<file path="config.mk">
export PLATFORM = sky130hd
export DESIGN_NAME = bsu_top
export DESIGN_NICKNAME = d
export VERILOG_FILES = /design/src/rtl/bsu_pkg.sv /design/src/rtl/bsu_shift.sv /design/src/rtl/bsu_bitop.sv /design/src/rtl/bsu_nibble.sv /design/src/rtl/bsu_top.sv
export SDC_FILE = /design/constraint.sdc
export NUM_CORES = 1
export LEC_CHECK = 0
export BUFFER_PORTS_ARGS = -buffer_cell sky130_fd_sc_hd__buf_2
export CAP_MARGIN = 25
export CORE_MARGIN = 10
export CORE_UTILIZATION = 30
export DETAILED_ROUTE_END_ITERATION = 12
export SLEW_MARGIN = 20
export SYNTH_ARGS = -nofsm -noshare
export SYNTH_HDL_FRONTEND = slang
export SYNTH_HIERARCHICAL = 1
export SYNTH_SLANG_ARGS = --single-unit
</file>
<file path="constraint.sdc">
create_clock -name clk -period 0.8 [get_ports clk]
set_input_delay 0.04 -clock clk [delete_from_list [all_inputs] [get_ports clk]]
set_output_delay 0.04 -clock clk [all_outputs]
set_load 0.01 [all_outputs]
</file>
<file path="src/rtl/bsu_pkg.sv">
package bsu_pkg;

  localparam int FLAG_W = 8;
  localparam int F_S = 7;
  localparam int F_Z = 6;
  localparam int F_H = 4;
  localparam int F_P = 2;
  localparam int F_N = 1;
  localparam int F_C = 0;

  typedef enum logic [1:0] {
    GRP_SHIFT = 2'b00,
    GRP_TEST  = 2'b01,
    GRP_CLR   = 2'b10,
    GRP_SET   = 2'b11
  } grp_e;

  typedef enum logic [2:0] {
    SH_RLC = 3'd0,
    SH_RRC = 3'd1,
    SH_RL  = 3'd2,
    SH_RR  = 3'd3,
    SH_SLA = 3'd4,
    SH_SRA = 3'd5,
    SH_SL1 = 3'd6,
    SH_SRL = 3'd7
  } shk_e;

  typedef enum logic [1:0] {
    REQ_PAGE  = 2'd0,
    REQ_NIB_L = 2'd1,
    REQ_NIB_R = 2'd2,
    REQ_NONE  = 2'd3
  } req_e;

endpackage

</file>
<file path="src/rtl/bsu_shift.sv">
module bsu_shift
  import bsu_pkg::*;
#(
  parameter int W = 8
) (
  input  logic [W-1:0] val,
  input  logic         cin,
  input  logic [2:0]   kind,
  output logic [W-1:0] res,
  output logic         cout
);

  always_comb begin
    res  = val;
    cout = 1'b0;
    unique case (shk_e'(kind))
      SH_RLC: begin res = {val[W-2:0], val[W-1]}; cout = val[W-1]; end
      SH_RRC: begin res = {val[0], val[W-1:1]};   cout = val[0];   end
      SH_RL:  begin res = {val[W-2:0], cin};      cout = val[W-1]; end
      SH_RR:  begin res = {cin, val[W-1:1]};      cout = val[0];   end
      SH_SLA: begin res = {val[W-2:0], 1'b0};     cout = val[W-1]; end
      SH_SRA: begin res = {val[W-1], val[W-1:1]}; cout = val[0];   end
      SH_SL1: begin res = {val[W-2:0], 1'b1};     cout = val[W-1]; end
      SH_SRL: begin res = {1'b0, val[W-1:1]};     cout = val[0];   end
      default: begin res = val; cout = 1'b0; end
    endcase
  end

endmodule

</file>
<file path="src/rtl/bsu_bitop.sv">
module bsu_bitop
  import bsu_pkg::*;
#(
  parameter int W = 8,
  localparam int IDX_W = $clog2(W)
) (
  input  logic [W-1:0]     val,
  input  logic [IDX_W-1:0] idx,
  input  logic             set_not_clr,
  output logic [W-1:0]     res,
  output logic             bit_val
);

  logic [W-1:0] mask;

  for (genvar i = 0; i < W; i++) begin : g_mask
    assign mask[i] = (idx == IDX_W'(i));
  end

  assign bit_val = |(val & mask);
  assign res     = set_not_clr ? (val | mask) : (val & ~mask);

endmodule

</file>
<file path="src/rtl/bsu_nibble.sv">
module bsu_nibble #(
  parameter int W = 8,
  localparam int H = W / 2
) (
  input  logic [W-1:0] acc,
  input  logic [W-1:0] mem,
  input  logic         left,
  output logic [W-1:0] acc_n,
  output logic [W-1:0] mem_n
);

  always_comb begin
    if (left) begin
      mem_n = {mem[H-1:0], acc[H-1:0]};
      acc_n = {acc[W-1:H], mem[W-1:H]};
    end else begin
      mem_n = {acc[H-1:0], mem[W-1:H]};
      acc_n = {acc[W-1:H], mem[H-1:0]};
    end
  end

endmodule

</file>
<file path="src/rtl/bsu_top.sv">
module bsu_top
  import bsu_pkg::*;
#(
  parameter int W = 8
) (
  input  logic              clk,
  input  logic              rst_n,
  input  logic              in_valid,
  input  logic [1:0]        in_kind,
  input  logic [7:0]        in_op,
  input  logic [W-1:0]      in_data,
  input  logic [W-1:0]      in_acc,
  input  logic [FLAG_W-1:0] in_flags,
  output logic              out_valid,
  output logic [W-1:0]      out_data,
  output logic [W-1:0]      out_acc,
  output logic [FLAG_W-1:0] out_flags,
  output logic              out_data_wr,
  output logic              out_acc_wr
);

  localparam int IDX_W = $clog2(W);

  // reset: asynchronous assert, synchronous release
  logic [1:0] rst_pipe;
  logic       rst_sync_n;

  always_ff @(posedge clk or negedge rst_n) begin
    if (!rst_n) rst_pipe <= 2'b00;
    else        rst_pipe <= {rst_pipe[0], 1'b1};
  end
  assign rst_sync_n = rst_pipe[1];

  // datapath units
  logic [W-1:0] sh_res, bit_res, nib_acc, nib_mem;
  logic         sh_cout, bit_val;
  grp_e         grp;
  req_e         kind;

  assign grp  = grp_e'(in_op[7:6]);
  assign kind = req_e'(in_kind);

  bsu_shift #(.W(W)) u_shift (
    .val  (in_data),
    .cin  (in_flags[F_C]),
    .kind (in_op[5:3]),
    .res  (sh_res),
    .cout (sh_cout)
  );

  bsu_bitop #(.W(W)) u_bitop (
    .val         (in_data),
    .idx         (in_op[3 +: IDX_W]),
    .set_not_clr (in_op[6]),
    .res         (bit_res),
    .bit_val     (bit_val)
  );

  bsu_nibble #(.W(W)) u_nib (
    .acc   (in_acc),
    .mem   (in_data),
    .left  (kind == REQ_NIB_L),
    .acc_n (nib_acc),
    .mem_n (nib_mem)
  );

  function automatic logic [FLAG_W-1:0] szp_flags(input logic [W-1:0] v,
                                                  input logic [FLAG_W-1:0] f);
    logic [FLAG_W-1:0] r;
    r      = f;
    r[F_S] = v[W-1];
    r[F_Z] = (v == '0);
    r[F_H] = 1'b0;
    r[F_P] = ~^v;
    r[F_N] = 1'b0;
    return r;
  endfunction

  // next state
  logic [W-1:0]      n_data, n_acc;
  logic [FLAG_W-1:0] n_flags;
  logic              n_dwr, n_awr;

  always_comb begin
    n_data  = in_data;
    n_acc   = in_acc;
    n_flags = in_flags;
    n_dwr   = 1'b0;
    n_awr   = 1'b0;
    unique case (kind)
      REQ_PAGE: begin
        unique case (grp)
          GRP_SHIFT: begin
            n_data       = sh_res;
            n_flags      = szp_flags(sh_res, in_flags);
            n_flags[F_C] = sh_cout;
            n_dwr        = 1'b1;
          end
          GRP_TEST: begin
            n_flags[F_Z] = ~bit_val;
            n_flags[F_H] = 1'b1;
            n_flags[F_N] = 1'b0;
          end
          default: begin
            n_data = bit_res;
            n_dwr  = 1'b1;
          end
        endcase
      end
      REQ_NIB_L, REQ_NIB_R: begin
        n_data  = nib_mem;
        n_acc   = nib_acc;
        n_flags = szp_flags(nib_acc, in_flags);
        n_dwr   = 1'b1;
        n_awr   = 1'b1;
      end
      default: ;
    endcase
  end

  // registers: control with reset, datapath with clock enable
  always_ff @(posedge clk or negedge rst_sync_n) begin
    if (!rst_sync_n) begin
      out_valid   <= 1'b0;
      out_data_wr <= 1'b0;
      out_acc_wr  <= 1'b0;
    end else begin
      out_valid   <= in_valid;
      out_data_wr <= in_valid & n_dwr;
      out_acc_wr  <= in_valid & n_awr;
    end
  end

  always_ff @(posedge clk) begin
    if (in_valid) begin
      out_data  <= n_data;
      out_acc   <= n_acc;
      out_flags <= n_flags;
    end
  end

  // assertions
  always_comb begin
    if (rst_sync_n) begin
      a_r2_wr_needs_valid: assert (!(out_data_wr || out_acc_wr) || out_valid);
    end
  end

  a_r5_shift_flags: assert property (@(posedge clk) disable iff (!rst_sync_n)
    (in_valid && in_kind == 2'd0 && in_op[7:6] == 2'b00)
      |=> (out_data_wr && !out_flags[F_H] && !out_flags[F_N]));

  a_r6_test_no_write: assert property (@(posedge clk) disable iff (!rst_sync_n)
    (in_valid && in_kind == 2'd0 && in_op[7:6] == 2'b01)
      |=> (!out_data_wr && out_flags[F_H] && out_flags[F_C] == $past(in_flags[F_C])));

  a_r7_bitmod_flags: assert property (@(posedge clk) disable iff (!rst_sync_n)
    (in_valid && in_kind == 2'd0 && in_op[7] == 1'b1)
      |=> (out_data_wr && out_flags == $past(in_flags)));

  a_r10_nibble_carry: assert property (@(posedge clk) disable iff (!rst_sync_n)
    (in_valid && (in_kind == 2'd1 || in_kind == 2'd2))
      |=> (out_acc_wr && out_flags[F_C] == $past(in_flags[F_C])));

  a_r11_none_inert: assert property (@(posedge clk) disable iff (!rst_sync_n)
    (in_valid && in_kind == 2'd3)
      |=> (!out_data_wr && !out_acc_wr && out_flags == $past(in_flags)));

  a_r12_hold: assert property (@(posedge clk) disable iff (!rst_sync_n)
    !in_valid |=> ($stable(out_data) && $stable(out_flags) && !out_valid));

endmodule

</file>
== Word level (Yosys, flattened, before mapping) ==
Index checks and enable logic that the tools add are counted.
Cells by class
  equal/unequal tests: 10
  multiplexer cells: 18
  bitwise gates (word level): 7
  reductions and logical operators: 12
Operator list (count)
  case mux 8 bit (8 select lines): 1
  case mux 8 bit (2 select lines): 3
  AND 8 bit: 2
  logical NOT 8 bit: 2
  two-way mux 8 bit: 2
  XNOR reduction 8 bit: 2
  equality test 3 bit, second input constant: 4
  two-way mux 4 bit: 2
  NOT 8 bit: 1
  OR 8 bit: 1
  case mux 1 bit (2 select lines): 4
  OR reduction 4 bit: 2
  OR reduction 8 bit: 1
  equality test 3 x 2 -> 1 bit, second input constant: 2
  two-way mux 1 bit: 6
  equality test 2 x 1 -> 1 bit, second input constant: 2
  logical NOT 2 bit: 2
  OR reduction 2 bit: 2
  equality test 3 x 1 -> 1 bit, second input constant: 1
  logical NOT 3 bit: 1
  AND 1 bit: 2
  equality test 2 bit, second input constant: 1
  NOT 1 bit: 1
Storage, ports and cells
  register bits after elaboration: 29
  bits of input ports: 37
  output and inout port bits: 27
  word-level logic and storage cells: 54

== Longest topological paths before layout ==
  word-level depth: 6
  gate-level depth with buffers: 10
  gate-level depth less buffers: 9

== Modules after synthesis ==
Netlist, hierarchy kept.
Modules (own cells, without submodules)
  bsu_top: instances 1, cells an instance 138, area an instance 1617.8 µm², sequential area each 845.8 µm²
  bsu_bitop: instances 1, cells an instance 22, area an instance 235.2 µm², sequential area each 0.0 µm²
  bsu_nibble: instances 1, cells an instance 17, area an instance 214.0 µm², sequential area each 0.0 µm²
  bsu_shift: instances 1, cells an instance 16, area an instance 151.4 µm², sequential area each 0.0 µm²

== Least setup slack after synthesis ==
No wires, ideal clock.
  path kind: input to register
  start point: input in_kind[1]
  end point: register out_flags[2], data pin
  library setup time: 0.261 ns
  arrival time: 1.526 ns
  required time: 0.539 ns
  setup slack: -0.987 ns
  cell stages on the path: 10
  path buffers: 1
  path through: inv_1 ha_1 buf_6 mux2_4 inv_1 ha_1 xnor2_1 xnor2_1 a22oi_1 o21ai_1
Between the ends
  word-level cells in the longest chain between the ends: 4
  elaborated cells between the ends (all ways): 7
  classes of those cells: eq/ne (2); mux (2); reduce/logical (3)
RTL lines
  start: declaration: line bsu_top.sv:9  | input logic [1:0] in_kind,
  equality test 2 x 1 -> 1 bit: line bsu_top.sv:62  | .left (kind == REQ_NIB_L),
  two-way mux 4 bit: line bsu_nibble.sv:13  | if (left) begin
  named net nib_acc[2]: line bsu_top.sv:35  | logic [W-1:0] sh_res, bit_res, nib_acc, nib_mem;
  XNOR reduction 8 bit: line bsu_top.sv:74  | r[F_P] = ~^v;
  case mux 8 bit (2 select lines): line bsu_top.sv:90  | unique case (kind)
  named net n_flags[2]: line bsu_top.sv:81  | logic [FLAG_W-1:0] n_flags;
  end signal: assignment: line bsu_top.sv:138  | out_flags <= n_flags;
  end: declaration: line bsu_top.sv:17  | output logic [FLAG_W-1:0] out_flags,
The timed path passes the listed nets, and every way through them passes these cells.
A chain may end at the register's enable or synchronous reset.

== Worst setup path in the final report ==
Same ends and word-level chain as after synthesis.

==> impl_metrics.yaml <==
outcome:
  status: "finished with violations"
  violations: "negative setup slack"
clock_network:
  cts_inserted_buffers: 5
  clock_sinks: 29
  cts_tree: "yes"
  clock_latency_ps: 270
  cts-htree-levels: 2
  clkTransAtPathRegs_ps: 60
  clock_path_buffers: 2
  root_buffer: "clkbuf_8"
power_and_ir_drop:
  power_frac_clock: 0.280
  power.leakage_nw: 1.62
  pwr_density_cell_mw_per_mm2: 1460
  p_switching_mw: 1.48
  p_int_mw: 3.98
  swShare: 0.271
  comb_power_share: 0.380
  ir_drop_mv: 0.642
  finalPower_mw: 5.47
  seqPwrFrac: 0.340
final_layout:
  mostFrequentLayoutCells: "52 x buf_2, 37 x buf_4, 24 x edfxtp_1, 23 x mux2_4, 16 x buf_6"
  final_cells: 409
  fillers: 631
  final_common_cell: "buf_2"
  area_delta_synth_final_pct: 68.2
  antenna_cells: 0
  fin_nets: 357
  design_area_sq_mm: 0.00373
  drive_gt1_frac: 0.716
logic_synthesis:
  ys.flop_type: "edfxtp_1"
  ys_ff_latch: 29
  synth_fp_nets: 241
  ys.warnings.count: 6
  synth_edf_count: 24
  synth-compound-area-share: 0.140
  synth_top_family_by_area: "multiplexers"
  synth_area_sq_mm: 0.00222
  ys_seq_area_frac: 0.381
  synth-simple-area-share: 0.0823
  post_synth_inst_count: 193
  synthMuxAreaShare: 0.228
  synth_cell_types: 41
  ys_async_sr_fraction: 0.172
  synth_fa_ha_area_frac: 0.0620
  synth_area_per_cell_sq_um: 11.5
  synthXorXnorAreaFrac: 0.0237
sta:
  finalMaxSlewViolations: 0
  fmax_ghz: 0.689
  min_period_ps: 1450
  fin_ws_ps: -652
  grt_setup_unrepaired: "yes"
  clock_skew_ps: 0.255
  hold_viol_final: 0
  fin_crit_sh: 1.82
  setup_viol: 46
  whs_ps: 50.0
critical_path:
  slowest_delay_ps: 340
  arrival_ps: 1480
  crit_path_start_kind: "input pin"
  endpoint_kind: "register"
  path_cells: "buf_12, inv_12, ha_4, mux2_4, inv_2, ha_4, xnor2_1, xnor2_1, a22oi_1, o21ai_1"
  cp_num_buf_inv: 3
  worstSetupPathType: "input pin to register"
  cp_slowest_cell: "mux2_4"
  critPathTopFamily: "adder cells"
  cp_max_fo: 5
  worstPathRequired_ps: 830
die:
  die_h_microns: 106
  die_width_microns: 106
  io_pins: 64
  die_area_sq_mm: 0.0112
  core_area_sq_mm: 0.00721
  initial_core_util: 0.307
  row_count: 31
placement:
  dp_hpwl_microns: 4970
  dp.cells: 388
  globalplace.congestion: 0.866
  numPortBuffers: 60
  dpl_cell_area_sq_mm: 0.00304
global_route:
  grt_pass1_vias: 2083
  grtUsageTotal: 0.111
  grt_pass1_wl_microns: 10400
  grt_overflow_total: 0
  grt_antenna_before_repair: 0
  grt_max_degree: 18
detailed_routing:
  wire_per_inst_microns: 16.4
  drt_pass1_iterations: 4
  detail-route-antenna-nets: 0
  route.detailed.drc: 0
  drt-total-wl_microns: 6720
  viasPerCell: 4.79
  vias: 1959
  first_iter_violations: 108
hold_path:
  hold_path.class: "register to asynchronous set/reset pin"
flow_run:
  maxCapViolCount: 0
[path summary, 6_finish.rpt]
| path | from | end | slack, ps | cells past startpoint |
|---|---|---|---|---|
| max | in_kind[1] | out_flags[2] | -650 | 10 |
| min | rst_pipe[1] | out_acc_wr | 50 | 0 |
| max reg2reg | rst_pipe[0] | rst_pipe[1] | 330 | 0 |
| min in group clk | in_flags[1] | out_flags[1] | 70 | 2 |
| max in group asynchronous | rst_pipe[1] | out_valid | 610 | 0 |
| min reg2reg | rst_pipe[1] | out_acc_wr | 50 | 0 |
[kinds of logic (layout without fill, tap and decap cells)]
logic type                 count (synthesis)  in the layout
muxes                                     39             39
xor gates and xnor gates                   6              6
AOI/OAI and AO/OA                         45             45
other                                      1              1
adders and majority gates                 11             11
buffers and inverters                     33            150
DFF                                       29             29
and+or+nand+nor                           29             29
[through the flow]
step / TNS (ps) / util / setup slack, ps
floorplan: -7620 / - / -808
global placement: -15500 / 0.421 / -1040
detailed placement: -15760 / 0.421 / -1050
CTS: -7220 / 0.480 / -630
global route: -8330 / 0.517 / -734
finish: -6790 / 0.517 / -652
[cells in the mapped netlist, types with 2 or more instances]
cell type | n | area, sq um
a21oi_1 | 5 | 25.0
a22oi_1 | 18 | 135
buf_2 | 3 | 15.0
buf_4 | 4 | 30.0
buf_6 | 5 | 56.3
dfrtp_1 | 5 | 125
edfxtp_1 | 24 | 721
ha_1 | 11 | 138
inv_1 | 19 | 71.3
mux2_2 | 26 | 293
mux2_4 | 10 | 150
mux4_1 | 2 | 52.6
nand2_1 | 5 | 18.8
nand3b_1 | 4 | 30.0
nor2_1 | 2 | 7.51
nor2b_1 | 2 | 12.5
nor3_1 | 2 | 10.0
nor3b_1 | 4 | 30.0
o21ai_0 | 5 | 25.0
o21ai_1 | 10 | 50.1
o31ai_1 | 2 | 15.0
xnor2_1 | 6 | 52.6
[layer usage]
layer  vias up  track usage  routed length (microns)
li1        941            -                        -
met1       961        0.137                     2910
met2        51        0.191                     3430
met3         6       0.0254                      307
met4         0       0.0271                       70
met5         -            0                        0
[what timing repair did]
item / in CTS / in global routing
endpoints found under the setup margin: 51 / 50
gates cloned: 2 / 0
resized for setup: 58 / 55
pin swaps: 8 / 19
hold buffers: 3 / 0
hold endpoints to repair: 4 / 0
buffers inserted: 2 / 9
[flip-flops by register name, indices dropped and copies added, names as in the netlist]
register	count
out_data	8
out_valid	1
rst_pipe	2
out_acc_wr	1
out_data_wr	1
out_flags	8
out_acc	8
[power groups by stage]
| stage | logic [mW] | clock network [mW] | registers [mW] |
|---|---|---|---|
| finish | 2.08 | 1.53 | 1.86 |
| floorplan | 0.832 | 0 | 1.98 |
| detailed placement | 1.56 | 0 | 1.89 |
| CTS | 1.83 | 1.57 | 1.86 |
| global route | 2.23 | 1.63 | 1.87 |
| global placement | 1.55 | 0 | 1.88 |
[cell type report]
type | instances | area (sq um) | share of cell area
Clock buffer | 7 | 86.3 | 0.0231
Timing Repair Buffer | 122 | 981 | 0.263
Multi-Input combinational cell | 131 | 1580 | 0.422
Clock inverter | 1 | 30.0 | 0.00805
Sequential cell | 29 | 846 | 0.227
Tap cell | 99 | 124 | 0.0332
Inverter | 20 | 90.1 | 0.0241
(Power assumes the default switching activity.)
